File: src/rtl/seg_xlate_pkg.sv
package seg_xlate_pkg;

   localparam int SX_ADDR_W = 32;
   localparam int SX_DESC_W = 64;

   typedef enum logic [2:0] {
      FLT_NONE   = 3'd0,
      FLT_NP     = 3'd1,
      FLT_LIMIT  = 3'd2,
      FLT_RIGHTS = 3'd3,
      FLT_SYS    = 3'd4
   } fault_e;

   typedef enum logic [1:0] {
      ACC_READ  = 2'd0,
      ACC_WRITE = 2'd1,
      ACC_EXEC  = 2'd2,
      ACC_READX = 2'd3
   } acc_kind_e;

   typedef struct packed {
      logic [SX_ADDR_W-1:0] base;
      logic [SX_ADDR_W-1:0] lim;
      logic [SX_ADDR_W-1:0] upper;
      logic                 expand_dn;
      logic                 present;
      logic                 is_seg;
      logic                 is_code;
      logic                 rw_ok;
      logic                 real_m;
   } seg_info_t;

endpackage

File: src/rtl/seg_desc_decode.sv
module seg_desc_decode
   import seg_xlate_pkg::*;
#(
   parameter int ADDR_W     = SX_ADDR_W,
   parameter int DESC_W     = SX_DESC_W,
   parameter int SEL_W      = 16,
   parameter int REAL_SHIFT = 4,
   parameter int PAGE_SHIFT = 12,
   parameter int LIM_W      = 20
) (
   input  logic [1:0]        mode,
   input  logic [SEL_W-1:0]  seg_sel,
   input  logic [DESC_W-1:0] desc,
   output seg_info_t         info
);
   localparam int REAL_PAD = ADDR_W - SEL_W - REAL_SHIFT;
   localparam int LIM_PAD  = ADDR_W - LIM_W;
   localparam logic [ADDR_W-1:0] SMALL_TOP = {{(ADDR_W-16){1'b0}}, 16'hFFFF};

   logic              wide;
   logic [7:0]        acc;
   logic [LIM_W-1:0]  raw_lim;
   logic [ADDR_W-1:0] lim_byte;
   logic [ADDR_W-1:0] lim_page;
   logic [ADDR_W-1:0] pm_base;
   logic              gran;
   logic              big;
   logic              unused_bits;

   assign wide    = mode[1];
   assign acc     = desc[47:40];
   assign raw_lim = {(wide ? desc[51:48] : 4'h0), desc[15:0]};
   assign gran    = wide & desc[55];
   assign big     = wide & desc[54];
   assign pm_base = {(wide ? desc[63:56] : 8'h00), desc[39:16]};
   assign lim_byte = {{LIM_PAD{1'b0}}, raw_lim};

   generate
      if (PAGE_SHIFT == LIM_PAD) begin : g_page_full
         assign lim_page = {raw_lim, {PAGE_SHIFT{1'b1}}};
      end else begin : g_page_part
         assign lim_page = (lim_byte << PAGE_SHIFT) | ((ADDR_W'(1) << PAGE_SHIFT) - ADDR_W'(1));
      end
   endgenerate

   assign unused_bits = ^{acc[6:5], acc[0], desc[53:52]};

   always_comb begin
      info = '0;
      if (mode == 2'd0) begin
         info.base    = {{REAL_PAD{1'b0}}, seg_sel, {REAL_SHIFT{1'b0}}};
         info.lim     = SMALL_TOP;
         info.upper   = SMALL_TOP;
         info.present = 1'b1;
         info.is_seg  = 1'b1;
         info.rw_ok   = 1'b1;
         info.real_m  = 1'b1;
      end else begin
         info.base      = pm_base;
         info.lim       = gran ? lim_page : lim_byte;
         info.upper     = big ? '1 : SMALL_TOP;
         info.present   = acc[7];
         info.is_seg    = acc[4];
         info.is_code   = acc[3];
         info.expand_dn = ~acc[3] & acc[2];
         info.rw_ok     = acc[1];
      end
   end
endmodule

File: src/rtl/seg_limit_chk.sv
module seg_limit_chk #(
   parameter int ADDR_W = 32
) (
   input  logic [ADDR_W-1:0] ofs,
   input  logic [ADDR_W-1:0] lim,
   input  logic [ADDR_W-1:0] upper,
   input  logic              expand_dn,
   output logic              lim_ok
);
   logic above_lim;
   logic below_top;

   assign above_lim = ofs > lim;
   assign below_top = ofs <= upper;
   assign lim_ok    = expand_dn ? (above_lim & below_top) : ~above_lim;
endmodule

File: src/rtl/seg_rights_chk.sv
module seg_rights_chk
   import seg_xlate_pkg::*;
(
   input  logic [1:0] kind,
   input  logic       is_code,
   input  logic       rw_ok,
   output logic       rights_ok
);
   always_comb begin
      unique case (acc_kind_e'(kind))
         ACC_WRITE: rights_ok = ~is_code & rw_ok;
         ACC_EXEC:  rights_ok = is_code;
         default:   rights_ok = ~is_code | rw_ok;
      endcase
   end
endmodule

File: src/rtl/seg_xlate_unit.sv
module seg_xlate_unit
   import seg_xlate_pkg::*;
#(
   parameter int ADDR_W     = SX_ADDR_W,
   parameter int DESC_W     = SX_DESC_W,
   parameter int SEL_W      = 16,
   parameter int REAL_SHIFT = 4,
   parameter int PAGE_SHIFT = 12,
   parameter int LIM_W      = 20
) (
   input  logic              clk,
   input  logic              rst_n,
   input  logic              req_valid,
   input  logic [1:0]        mode,
   input  logic [1:0]        kind,
   input  logic [SEL_W-1:0]  seg_sel,
   input  logic [DESC_W-1:0] desc,
   input  logic [ADDR_W-1:0] offset,
   output logic              out_valid,
   output logic [ADDR_W-1:0] lin_addr,
   output logic              fault,
   output logic [2:0]        fault_code
);
   generate
      if (DESC_W != 64) begin : g_bad_desc
         $error("seg_xlate_unit: descriptor width must be 64");
      end
      if (ADDR_W != SX_ADDR_W) begin : g_bad_addr
         $error("seg_xlate_unit: address width must match package");
      end
      if (SEL_W + REAL_SHIFT > ADDR_W) begin : g_bad_real
         $error("seg_xlate_unit: real-mode base exceeds address width");
      end
      if (LIM_W + PAGE_SHIFT > ADDR_W) begin : g_bad_page
         $error("seg_xlate_unit: page-scaled limit exceeds address width");
      end
   endgenerate

   seg_info_t         info;
   logic              lim_ok;
   logic              rights_ok;
   fault_e            code_d;
   logic [ADDR_W-1:0] lin_d;

   seg_desc_decode #(
      .ADDR_W(ADDR_W), .DESC_W(DESC_W), .SEL_W(SEL_W),
      .REAL_SHIFT(REAL_SHIFT), .PAGE_SHIFT(PAGE_SHIFT), .LIM_W(LIM_W)
   ) i_decode (
      .mode(mode), .seg_sel(seg_sel), .desc(desc), .info(info)
   );

   seg_limit_chk #(.ADDR_W(ADDR_W)) i_limit (
      .ofs(offset), .lim(info.lim), .upper(info.upper),
      .expand_dn(info.expand_dn), .lim_ok(lim_ok)
   );

   seg_rights_chk i_rights (
      .kind(kind), .is_code(info.is_code), .rw_ok(info.rw_ok),
      .rights_ok(rights_ok)
   );

   assign lin_d = info.base + offset;

   always_comb begin
      if (info.real_m)          code_d = lim_ok ? FLT_NONE : FLT_LIMIT;
      else if (!info.present)   code_d = FLT_NP;
      else if (!info.is_seg)    code_d = FLT_SYS;
      else if (!rights_ok)      code_d = FLT_RIGHTS;
      else if (!lim_ok)         code_d = FLT_LIMIT;
      else                      code_d = FLT_NONE;
   end

   always_ff @(posedge clk or negedge rst_n) begin
      if (!rst_n) begin
         out_valid  <= 1'b0;
         lin_addr   <= '0;
         fault      <= 1'b0;
         fault_code <= 3'd0;
      end else begin
         out_valid <= req_valid;
         if (req_valid) begin
            lin_addr   <= lin_d;
            fault      <= (code_d != FLT_NONE);
            fault_code <= code_d;
         end
      end
   end
endmodule

File: config.mk
export PLATFORM = sky130hd
export DESIGN_NAME = seg_xlate_unit
export DESIGN_NICKNAME = d
export VERILOG_FILES = /design/src/rtl/seg_xlate_pkg.sv /design/src/rtl/seg_desc_decode.sv /design/src/rtl/seg_limit_chk.sv /design/src/rtl/seg_rights_chk.sv /design/src/rtl/seg_xlate_unit.sv
export SDC_FILE = /design/constraint.sdc
export NUM_CORES = 1
export LEC_CHECK = 0
export ABC_AREA = 0
export BUFFER_PORTS_ARGS = -buffer_cell sky130_fd_sc_hd__buf_2
export CAP_MARGIN = 20
export CORE_ASPECT_RATIO = 2
export CORE_MARGIN = 3
export CORE_UTILIZATION = 40
export DETAILED_ROUTE_END_ITERATION = 8
export GPL_TIMING_DRIVEN = 0
export PLACE_DENSITY = 0.77
export REMOVE_ABC_BUFFERS = 1
export SLEW_MARGIN = 0
export SYNTH_ARGS = -nofsm -noshare
export SYNTH_HDL_FRONTEND = slang
export SYNTH_SLANG_ARGS = --single-unit
File: constraint.sdc
create_clock -name clk -period 1.5 [get_ports clk]
set_clock_uncertainty 0.05 [all_clocks]
set_input_delay 0.3 -clock clk [delete_from_list [all_inputs] [get_ports clk]]
set_output_delay 0.3 -clock clk [all_outputs]
set_load 0.1 [all_outputs]
==> results of run 1 <==
-- cell usage in the layout, fill, tap and decap left out, types with 7 or more instances in the layout --
cell        n
o21a_1      7
buf_6      16
mux2_2     14
o21ai_0     7
ha_4       24
a211o_1     7
nand2_1    42
nor2b_1     9
nand4_1    10
and2_1      7
a21o_1     19
mux2_4     21
a21oi_2    16
buf_2     146
o211ai_1   11
o21ai_4     7
inv_1      17
buf_4      49
nor2_1     37
ha_1       57
nand3b_1    9
nand3_1    16
xnor2_1    12
dfrtp_1    37
a21oi_1    34
-- layout make-up --
class / instances / area (um^2)
clock buffers: 5 / 125
fillers: 914 / 4260
well taps: 145 / 181
flip-flops and latches: 37 / 926
repair buffers: 221 / 1450
inverters: 21 / 82.6
multi-input cells: 499 / 4750
clock inverters: 3 / 46.3
repair inverters: 1 / 7.51
diodes: 2 / 5.00
-- metal layers --
layer	wire length [um]	vias to the layer above
met5	0	-
met4	1450	0
met3	1250	106
met2	10600	273
met1	6210	2720
li1	-	2594
-- registers in the layout (all words and copies together) (netlist names) --
name	flops
lin_addr	32
fault_code	3
fault	1
out_valid	1
-- final timing paths --
path                       depth (start not counted)  slack [ps]             to
min reg2reg                                        2         450   lin_addr[20]
max                                               14       -1300   lin_addr[23]
min                                                1          90   lin_addr[31]
min in group clk                                   2         180  fault_code[2]
max in group asynchronous                          1         720   lin_addr[19]
max reg2reg                                        3         550   lin_addr[16]
-- kinds of logic (layout without fill, tap and decap cells) --
group                    Yosys count  count (layout)  synth area share
other                              0               2                 0
AO/OA/AOI/OAI                    168             169             0.234
buffers and inverters             43             251            0.0349
multiplexers                      38              38            0.0869
flip-flops                        37              37             0.190
AND/OR/NAND/NOR                  191             191             0.209
adder cells (fa/ha/maj)           82              82             0.212
XOR/XNOR                          19              19            0.0341
-- what timing repair did --
action / CTS / global route
setup endpoints to repair: 36 / 35
gates resized for setup: 146 / 76
pin swaps: 66 / 66
hold buffers: 0 / 0
setup buffers: 50 / 25
gates cloned: 4 / 0
-- power by group --
part / internal (mW) / switching, mW / leakage, nW
combinational: 1.57 / 3.22 / 2.94
clock: 0.788 / 0.476 / 0.0800
sequential: 1.22 / 0.112 / 0.435
total: 3.58 / 3.81 / 3.45
-- per-stage QoR --
stage / instances / instance area (um^2) / setup WS [ps] / utilization / hold slack, ps
global route: 934 / 7580 / -1390 / 0.640 / 158
finish: 934 / 7580 / -1300 / 0.640 / 92.2
detailed placement: 852 / 5740 / -2340 / 0.485 / 415
CTS: 914 / 7110 / -1280 / 0.601 / 130
global placement: 851 / 5720 / -3420 / 0.483 / 412
floorplan: 556 / 4790 / -2170 / - / -45.6
==> run metrics, run 1 <==
peak supply drop=863 uV; Die Area=between 10000 and 15000 um^2; GRT Total Usage=0.263; Final WS setup=-1300 ps; I/O pin cnt=around 160; gate count after technology mapping=578; largest net degree at the start of global routing=57; share of the synthesized area in the top cell type=0.208; PwrDens=975 nW/um^2; final wirelength=between 15000 and 20000 um; Yosys top cell by area=ha_1; clock sink count=37; vias in the first global route=approximately 5800; H-tree depth=2; initial antenna violation count=2; CP Launch Type=input port; Synth Register Bits=37; count of final setup violators=33; Worst path slowest cell=mux2_4; Reg clk slew, reported paths=60 ps; Top delay family on crit path=simple AND/OR/NAND/NOR gates; RSZ-0062 raised after global routing=true; Slew HR=0.383; IO buf count=150; Hold Path Class=in2async; arrival time at the worst endpoint=2930 ps; Final Power=7.39 mW; Detailed Place HPWL=around 13000 um; grt ovf=0; first drt pass iteration count=4; GR Util met2=0.501; gpl congestion=0.883; final worst path period share=1.87; share of layout cells above drive strength 1=0.490; Die X=between 80 and 90 um; Bufs and invs on worst path=4; Max Buffers Root-to-Sink=2; Critical Path RT=approximately 1600 ps; Worst-Skew Late Latency=290 ps; Fmax achieved=~0.36 GHz; Layout Area Growth over Synthesis=55.3%; routed wire length per instance=between 20 and 25 um; CP peak stage delay=between 300 and 400 ps; Via Count=between 5000 and 6000; Syn Area/Cell=around 8.4 um^2; Pins Over Slew Limit=0; Top FF cell, synth=dfrtp_1; core area=about 12000 um^2; Lkg Pwr=3.45 nW; synth cell count leaders=81 x ha_1, 53 x a21oi_1, 44 x nand2_1, 44 x nor2_1, 37 x dfrtp_1; global-route wire length before repair=approximately 28000 um; Std-Cell Rows=56; Die H=about 160 um; Synthesis Warnings=0; largest cells by area after synthesis=ha_1 21%, dfrtp_1 19%, mux2_2 8.1%, a21oi_1 5.4%, nand2_1 3.4%; sequential area share after synthesis=0.190; FF-to-FF Start=lin_addr[16]; global-route track usage on met3=0.0503; fin crit period=roughly 2800 ps; number of routed nets with antenna violations=0; CTS buffer count=5; outcome=finished, violations left; DRC Markers=0; Worst-Margin Slew=925 ps; CP Cell Sequence=buf_12 -> nor2_4 -> buf_12 -> buf_8 -> mux2_4 -> ha_4 -> nand4_1 -> nor4_4 -> a22oi_2 -> a31oi_4 -> buf_6 -> a31oi_4 -> xnor2_1 -> mux2_4; crit path from=mode[0]; setup TNS=-32760 ps; synthesized cell area=just under 5000 um^2; final hold vios=0; met1 usage=0.245; CTS tree=built; clock root buffer=clkbuf_16; crit-path max FO=6; most frequent cell after synthesis=ha_1; vias per cell=6.10; WS Path Type=in2reg; ys async rst share=1.00; number of distinct library cells after synthesis=70; Post-synth EDFFs=0; max cap viols=0; DRT iter0 DRCs=230; Most Used Layer, Global Route=met2; Setup crit end kind=register; nets@finish=around 990; Initial Utilization=0.412; failing checks=negative setup slack
Power figures use the tool's default switching activity.
==> inputs of run 2 (changes only) <==
--- a/config.mk
+++ b/config.mk
@@ -7,9 +7,8 @@
 export LEC_CHECK = 0
 export ABC_AREA = 0
 export BUFFER_PORTS_ARGS = -buffer_cell sky130_fd_sc_hd__buf_2
-export CAP_MARGIN = 20
+export CAP_MARGIN = 30
 export CORE_ASPECT_RATIO = 2
-export CORE_MARGIN = 3
 export CORE_UTILIZATION = 40
 export DETAILED_ROUTE_END_ITERATION = 8
 export GPL_TIMING_DRIVEN = 0
==> run 2 against run 1 <==
  * The flow still finishes with violations (negative setup slack)
  * Fmax is 5.1% lower
  * Global-route usage rose by 3.5 points
  * Utilization is 1.9 points higher
  * Flip-flop and latch count unchanged
  * Largest power group unchanged
  * Largest cell class unchanged
  * Combinational power is 4% higher
  * Register-to-register slack about the same
  * Final area up 2.4%
  * Count of clock-buffer cells in the layout is the same
  * Routed wire length grew 5.2%
==> run metrics, run 2 (synthesis gave the netlist of run 1 again) <==
FF-to-FF Start=lin_addr[30] (was lin_addr[16]); number of routed nets with antenna violations=0 (unchanged); outcome=finished, violations left (unchanged); CP Launch Type=input port (unchanged); final hold vios=0 (unchanged); reg-to-reg endpoint=lin_addr[30] (was lin_addr[16]); first drt pass iteration count=4 (unchanged); worst-case reg-to-reg path depth=2 (was 3); failing checks=negative setup slack (unchanged); CTS tree=built (unchanged); max reg flops=32 (unchanged); DRT iter0 DRCs=339 (was 230); final wirelength=20500 um (was 19500 um); multi-input combinational cell area=4770 um^2 (was 4750 um^2); core area=11800 um^2 (about the same); count of final setup violators=33 (unchanged); gpl congestion=0.896 (was 0.883); Reg clk slew, reported paths=60 ps (about the same); arrival time at the worst endpoint=3140 ps (was 2930 ps); number of fill cells=926 (was 914); Top reg by flops=lin_addr (unchanged); clock sink count=37 (unchanged); RSZ-0062 raised after global routing=true (unchanged); commonest non-fill, non-tap cell in the layout=buf_2 (unchanged); CTS buffer count=5 (unchanged); Reg2Reg Setup Slack=540 ps (was 550 ps); hold path cells=2; PwrDens=977 nW/um^2 (was 975 nW/um^2); Worst-Margin Slew=519 ps (was 925 ps); Die X=80.1 um (was 84.1 um); Sw Share=0.517 (was 0.516); Slew HR=0.654 (was 0.383); global-route wire length before repair=28400 um (about the same); Layout Area Growth over Synthesis=59.0% (was 55.3%); Hold Startpoint=desc[44]; Combinational Power Share=0.655 (was 0.648); Reg power frac=0.178 (was 0.181); Psw=3.92 mW (was 3.81 mW); H-tree depth=2 (unchanged); Fmax achieved=0.338 GHz (was 0.357 GHz); commonest non-fill, non-tap cells in the layout=146 x buf_2, 58 x ha_1, 55 x buf_4 (was 146 x buf_2, 57 x ha_1, 49 x buf_4); Max Buffers Root-to-Sink=2 (unchanged); GRT Total Usage=0.298 (was 0.263); final worst path period share=1.97 (was 1.87); Final WS setup=-1460 ps (was -1300 ps); Hold Path Class=in2reg (was in2async); nets@finish=1001 (was 987); DRC Markers=0 (unchanged); WS Path Type=in2reg (unchanged); Critical Path RT=1680 ps (was 1620 ps); crit-path max FO=5 (was 6); grt ovf=0 (unchanged); IO buf count=150 (unchanged); vias in the first global route=5798 (was 5760); Detailed Place HPWL=12500 um (about the same); Non-Filler Instances=947 (was 934); share of layout cells above drive strength 1=0.502 (was 0.490); Lkg Pwr=3.53 nW (was 3.45 nW); initial antenna violation count=1 (was 2); vias per cell=6.16 (was 6.10); dpl ws=-2230 ps (was -2340 ps); Setup crit end kind=register (unchanged); Worst-Skew Late Latency=290 ps (about the same); peak supply drop=959 uV (was 863 uV); Register Area=926 um^2 (unchanged); total internal power=3.66 mW (was 3.58 mW); Die Area=12700 um^2 (was 13600 um^2); Placed Instances=853 (was 852); largest net degree at the start of global routing=38 (was 57); Via Count=5836 (was 5693); Std-Cell Rows=56 (unchanged); Largest regs=lin_addr x32, fault_code x3 (unchanged); I/O pin cnt=156 (unchanged); fin crit period=2960 ps (was 2800 ps); Initial Utilization=0.415 (was 0.412); Pins Over Slew Limit=0 (unchanged); max cap viols=0 (unchanged); Die H=158 um (was 162 um); routed wire length per instance=21.7 um (was 20.9 um); clock root buffer=clkbuf_16 (unchanged); Hold Path Sink=fault_code[2]; Clk pwr share=0.167 (was 0.171)
[run 2: cell types whose count changed in the layout (fill, tap and decap cells not counted), moves of 2 or more]
cell | previous run | this run
buf_6 | 16 | 23
buf_4 | 49 | 55
a21oi_4 | 4 | 10
buf_12 | 4 | 7
o21ai_2 | 5 | 8
o22ai_1 | 4 | 2
a21oi_2 | 16 | 10
ha_4 | 24 | 22
o21ai_1 | 4 | 0
nor2b_1 | 9 | 12
nor2b_4 | 3 | 1
o22ai_2 | 2 | 4
nor2_4 | 4 | 6
buf_8 | 4 | 2
[run 2: power groups by stage]
stage / Clock, mW / Combinational (mW) / Sequential [mW]
global route: 1.32 / 5.19 / 1.38
CTS: 1.30 / 4.42 / 1.34
global placement: 0 / 3.75 / 1.34
detailed placement: 0 / 3.80 / 1.35
floorplan: 0 / 1.29 / 3.02
finish: 1.27 / 4.96 / 1.35
[run 2: metrics by stage]
stage / TNS (ps) / hold WS (ps) / util / area [um^2] / total power [mW]
finish: -35610 / 188 / 0.659 / 7760 / 7.58
CTS: -32740 / 128 / 0.604 / 7110 / 7.06
global route: -37710 / 187 / 0.659 / 7760 / 7.88
floorplan: -58520 / -45.6 / - / 4790 / 4.31
global placement: -99540 / 413 / 0.486 / 5720 / 5.09
detailed placement: -59820 / 418 / 0.489 / 5760 / 5.15
[run 2: area by class of cell]
class / count / area share
timing repair buffer: 236 / 0.208
clock buffer: 5 / 0.0161
tap: 145 / 0.0234
timing repair inverter: 1 / 0.000967
antenna: 1 / 0.000322
sequential: 37 / 0.119
clock inverter: 3 / 0.00597
multi-input combinational: 498 / 0.615
inverter: 21 / 0.0106
[run 2: how the worst max path moves through the flow]
stage               cells past startpoint  slack (ps)     from      endpoint
floorplan                              10       -2170  mode[0]  lin_addr[29]
global placement                       11       -3310  mode[1]  lin_addr[30]
CTS                                    14       -1340  mode[1]  lin_addr[25]
finish                                 15       -1460  mode[0]  lin_addr[20]
global route                           15       -1520  mode[0]  lin_addr[20]
detailed placement                     12       -2230  mode[1]  lin_addr[29]
[run 2: critical path: stages]
cell	delay, ps
buf_8	100
nor2_4	220
buf_12	150
buf_8	130
mux2_4	320
ha_4	290
buf_6	120
nand3_2	80
nor2_2	160
o21a_1	270
o211ai_1	150
buf_4	190
a211o_1	310
a211o_1	260
nand3_1	70
[run 2: repair_timing]
item,in CTS,in global routing
gates resized for setup,148,73
pin swaps,64,56
endpoints found under the setup margin,35,35
gates cloned,2,0
buffers inserted,50,35
hold endpoints to repair,0,11
hold buffers,0,1
[run 2: layer usage]
layer	routed length, um	GRT usage	part of all wire	up-vias
li1	-	-	-	2618
met1	6410	0.270	0.31	2779
met2	11300	0.596	0.55	308
met3	1100	0.0409	0.054	131
met4	1670	0.179	0.082	0
met5	0	0	0	-
==> inputs of run 3 (changes only) <==
--- a/config.mk
+++ b/config.mk
@@ -9,11 +9,12 @@
 export BUFFER_PORTS_ARGS = -buffer_cell sky130_fd_sc_hd__buf_2
 export CAP_MARGIN = 30
 export CORE_ASPECT_RATIO = 2
-export CORE_UTILIZATION = 40
+export CORE_UTILIZATION = 57
 export DETAILED_ROUTE_END_ITERATION = 8
 export GPL_TIMING_DRIVEN = 0
-export PLACE_DENSITY = 0.77
+export PLACE_DENSITY = 0.95
 export REMOVE_ABC_BUFFERS = 1
+export SETUP_SLACK_MARGIN = 0.4
 export SLEW_MARGIN = 0
 export SYNTH_ARGS = -nofsm -noshare
 export SYNTH_HDL_FRONTEND = slang
==> run 3 against run 2 <==
  * The run now fails in 5_1_grt
  * Synthesized area unchanged
  * Synthesized cell count did not move
==> run metrics, run 3 <==
outcome=aborted with a tool error (was finished, violations left); last stage reached=5_1_grt; tool error=[ERROR GRT-0116] Global routing finished with congestion. Check the congestion regions in the DRC Viewer.; DP Area=5680 um^2 (was 5760 um^2); ys async rst share=1.00 (unchanged); Synthesis Warnings=0 (unchanged); largest net degree at the start of global routing=57; IO buf count=150 (unchanged); H-tree depth=2 (unchanged); Die X=67.4 um (was 80.1 um); Synth Register Bits=37 (unchanged); Die H=133 um (was 158 um); vias in the first global route=7720; I/O pin cnt=156 (unchanged); CTS buffer count=5 (unchanged); largest cells by area after synthesis=ha_1 21%, dfrtp_1 19%, mux2_2 8.1%, a21oi_1 5.4%, nand2_1 3.4% (unchanged); GRT Total Usage=0.618; clock root buffer=clkbuf_16 (unchanged); most frequent cell after synthesis=ha_1 (unchanged); gpl congestion=0.939 (was 0.896); Post-synth EDFFs=0 (unchanged); Initial Utilization=0.589 (was 0.415); clock sink count=37 (unchanged); Top FF cell, synth=dfrtp_1 (unchanged); synth cell count leaders=81 x ha_1, 53 x a21oi_1, 44 x nand2_1, 44 x nor2_1, 37 x dfrtp_1 (unchanged); Max Buffers Root-to-Sink=2 (unchanged); Detailed Place HPWL=12300 um (was 12500 um); # hold bufs at CTS=0 (unchanged); share of the synthesized area in the top cell type=0.208 (unchanged); gate count after technology mapping=578 (unchanged); Syn Area/Cell=8.44 um^2 (unchanged); number of distinct library cells after synthesis=70 (unchanged); grt ovf=2; Yosys top cell by area=ha_1 (unchanged); synthesized cell area=4880 um^2 (unchanged); global-route wire length before repair=around 41000 um; Std-Cell Rows=47 (was 56); sequential area share after synthesis=0.190 (unchanged)
run 3: cell counts after synthesis:
Identical to the previous run, type by type.
run 3: stage by stage:
stage                     instances  setup slack (ps)
after floorplan                 556             -2170
after global placement          804             -3210
after detailed placement        805             -2220
after CTS                       870             -1310
run 3: repair_timing:
item                                    in CTS
resized for setup                          315
endpoints found under the hold margin        0
gates cloned                                 5
buffers inserted                            53
endpoints found under the setup margin      73
pin swaps                                   72
run 3: per-layer routing:
metal,global-route usage,GRT overflow
met5,0.0438,0
met4,0.654,2
met3,0.361,0
met2,0.849,0
met1,0.587,0
run 3: kinds of logic after synthesis:
logic type | Yosys count | synth area share
xor+xnor | 19 | 0.0341
flops | 37 | 0.190
compound gates | 168 | 0.234
simple gates | 191 | 0.209
fa+ha+maj | 82 | 0.212
buf+inv | 43 | 0.0349
mux | 38 | 0.0869
==> inputs of run 4 (changes only) <==
--- a/config.mk
+++ b/config.mk
@@ -8,13 +8,11 @@
 export ABC_AREA = 0
 export BUFFER_PORTS_ARGS = -buffer_cell sky130_fd_sc_hd__buf_2
 export CAP_MARGIN = 30
-export CORE_ASPECT_RATIO = 2
-export CORE_UTILIZATION = 57
+export CORE_UTILIZATION = 40
 export DETAILED_ROUTE_END_ITERATION = 8
 export GPL_TIMING_DRIVEN = 0
-export PLACE_DENSITY = 0.95
+export PLACE_DENSITY_LB_ADDON = 0.15
 export REMOVE_ABC_BUFFERS = 1
-export SETUP_SLACK_MARGIN = 0.4
 export SLEW_MARGIN = 0
 export SYNTH_ARGS = -nofsm -noshare
 export SYNTH_HDL_FRONTEND = slang
==> run 4 against run 3 <==
  * The flow now finishes, with violations (negative setup slack)
==> run metrics, run 4 (synthesis gave the netlist of run 1 again) <==
Finished Cell Area=approximately 7600 um^2; Largest regs=lin_addr x32, fault_code x3; Register Area=926 um^2; failing checks=negative setup slack; total internal power=about 3.6 mW; number of fill cells=~950; Layout Area Growth over Synthesis=56.2%; Hold Path Sink=fault_code[2]; commonest non-fill, non-tap cell in the layout=buf_2; Die Area=12600 um^2; clock root buffer=clkbuf_16 (unchanged); Setup crit end kind=register; hold path cells=2; max reg flops=32; clock sink count=37 (unchanged); multi-input combinational cell area=about 4800 um^2; WS Path Type=in2reg; Reg clk slew, reported paths=around 60 ps; Initial Utilization=0.419 (was 0.589); dpl ws=-2290 ps (was -2220 ps); CTS buffer count=5 (unchanged); arrival time at the worst endpoint=slightly below 3000 ps; Psw=approximately 3.8 mW; vias per cell=between 5 and 6; Critical Path RT=~1700 ps; CP Cell Sequence=buf_12 -> nor2_4 -> clkbuf_16 -> mux2_4 -> ha_4 -> nand4_1 -> nor4_4 -> a22oi_2 -> a31oi_4 -> buf_4 -> a31oi_4 -> or4_1 -> nand3_1; Max Buffers Root-to-Sink=2 (unchanged); Reg2Reg Setup Slack=between 500 and 600 ps; Via Count=about 5300; first drt pass iteration count=4; reg-to-reg endpoint=lin_addr[16]; routed wire length per instance=about 19 um; FF-to-FF Start=lin_addr[16]; Detailed Place HPWL=11800 um (was 12300 um); DP Area=5770 um^2 (was 5680 um^2); Top reg by flops=lin_addr; DRC Markers=0; nets@finish=983; GRT Total Usage=0.266; final hold vios=0; vias in the first global route=5439; final wirelength=17300 um; Die H=112 um (was 133 um); Pins Over Slew Limit=0; H-tree depth=2 (unchanged); Lkg Pwr=about 3.5 nW; CP peak stage delay=400 ps; Hold Startpoint=desc[44]; Clk pwr share=0.177; Sw Share=0.508; count of final setup violators=32; Std-Cell Rows=39 (was 47); number of routed nets with antenna violations=0; Slew HR=0.672; fin crit period=between 2000 and 3000 ps; Reg power frac=0.182; Top delay family on crit path=simple AND/OR/NAND/NOR gates; Worst path slowest cell=or4_1; global-route wire length before repair=26600 um; worst-case reg-to-reg path depth=3; Worst-Skew Late Latency=approximately 290 ps; Die X=112 um (was 67.4 um); CP dominant cell by count=a31oi_4; core area=about 12000 um^2; crit-path max FO=8; RSZ-0062 raised after global routing=true; CP Launch Type=input port; PwrDens=between 900 and 1000 nW/um^2; IO buf count=150 (unchanged); commonest non-fill, non-tap cells in the layout=147 x buf_2, 53 x ha_1, 47 x buf_4; Hold Path Class=in2reg; largest net degree at the start of global routing=between 40 and 50; outcome=finished, violations left (was aborted with a tool error); CTS tree=built; final worst path period share=1.82; Combinational Power Share=0.642; grt ovf=0; peak supply drop=around 760 uV; gpl congestion=0.879 (was 0.939); I/O pin cnt=156 (unchanged); DRT iter0 DRCs=217; Fmax achieved=between 0.3 and 0.4 GHz; max cap viols=0; initial antenna violation count=1; Bufs and invs on worst path=3; Worst-Margin Slew=~490 ps; Final WS setup=-1230 ps; share of layout cells above drive strength 1=0.496
run 4: stage by stage:
stage	total power, mW	setup TNS [ps]	instances	utilization	hold slack, ps
after floorplan	4.31	-58520	556	-	-45.6
after global placement	5.06	-102290	849	0.490	417
after detailed placement	5.13	-60480	851	0.495	421
after CTS	7.03	-29150	903	0.608	136
after global routing	7.72	-32200	926	0.654	203
final	7.38	-29480	927	0.654	185
run 4: per-layer routing:
metal | track usage | routed length [um]
met5 | 0 | 13
met4 | 0.102 | 467
met3 | 0.0540 | 1040
met2 | 0.489 | 8820
met1 | 0.301 | 7000
run 4: how the worst max path moves through the flow:
| stage | from | end | slack, ps | depth (start not counted) |
|---|---|---|---|---|
| after floorplan | mode[0] | lin_addr[29] | -2170 | 10 |
| after global placement | mode[1] | lin_addr[29] | -3380 | 11 |
| after detailed placement | mode[1] | lin_addr[29] | -2290 | 12 |
| after CTS | mode[1] | lin_addr[25] | -1250 | 13 |
| after global routing | mode[0] | lin_addr[29] | -1310 | 13 |
| final | mode[0] | lin_addr[29] | -1230 | 13 |
run 4: final cells by class:
class / instances / share of cell area
Antenna cell: 1 / 0.000328
Clock buffer: 7 / 0.0187
Sequential cell: 37 / 0.121
Inverter: 21 / 0.0108
Timing Repair inverter: 1 / 0.000985
Timing Repair Buffer: 218 / 0.192
Multi-Input combinational cell: 498 / 0.629
Tap cell: 143 / 0.0235
Clock inverter: 1 / 0.00394
run 4: power groups by stage:
stage / registers, mW / clock network (mW) / logic, mW
after global placement: 1.35 / 0 / 3.71
after floorplan: 3.02 / 0 / 1.29
final: 1.34 / 1.30 / 4.74
after CTS: 1.34 / 1.32 / 4.36
after detailed placement: 1.36 / 0 / 3.78
after global routing: 1.38 / 1.36 / 4.99
run 4: timing repair:
| action | CTS | global route |
|---|---|---|
| endpoints found under the hold margin | 0 | 11 |
| buffers inserted | 42 | 22 |
| gates cloned | 2 | 1 |
| pin swaps | 57 | 51 |
| hold buffers | 0 | 1 |
| resized for setup | 150 | 69 |
| endpoints found under the setup margin | 36 | 35 |
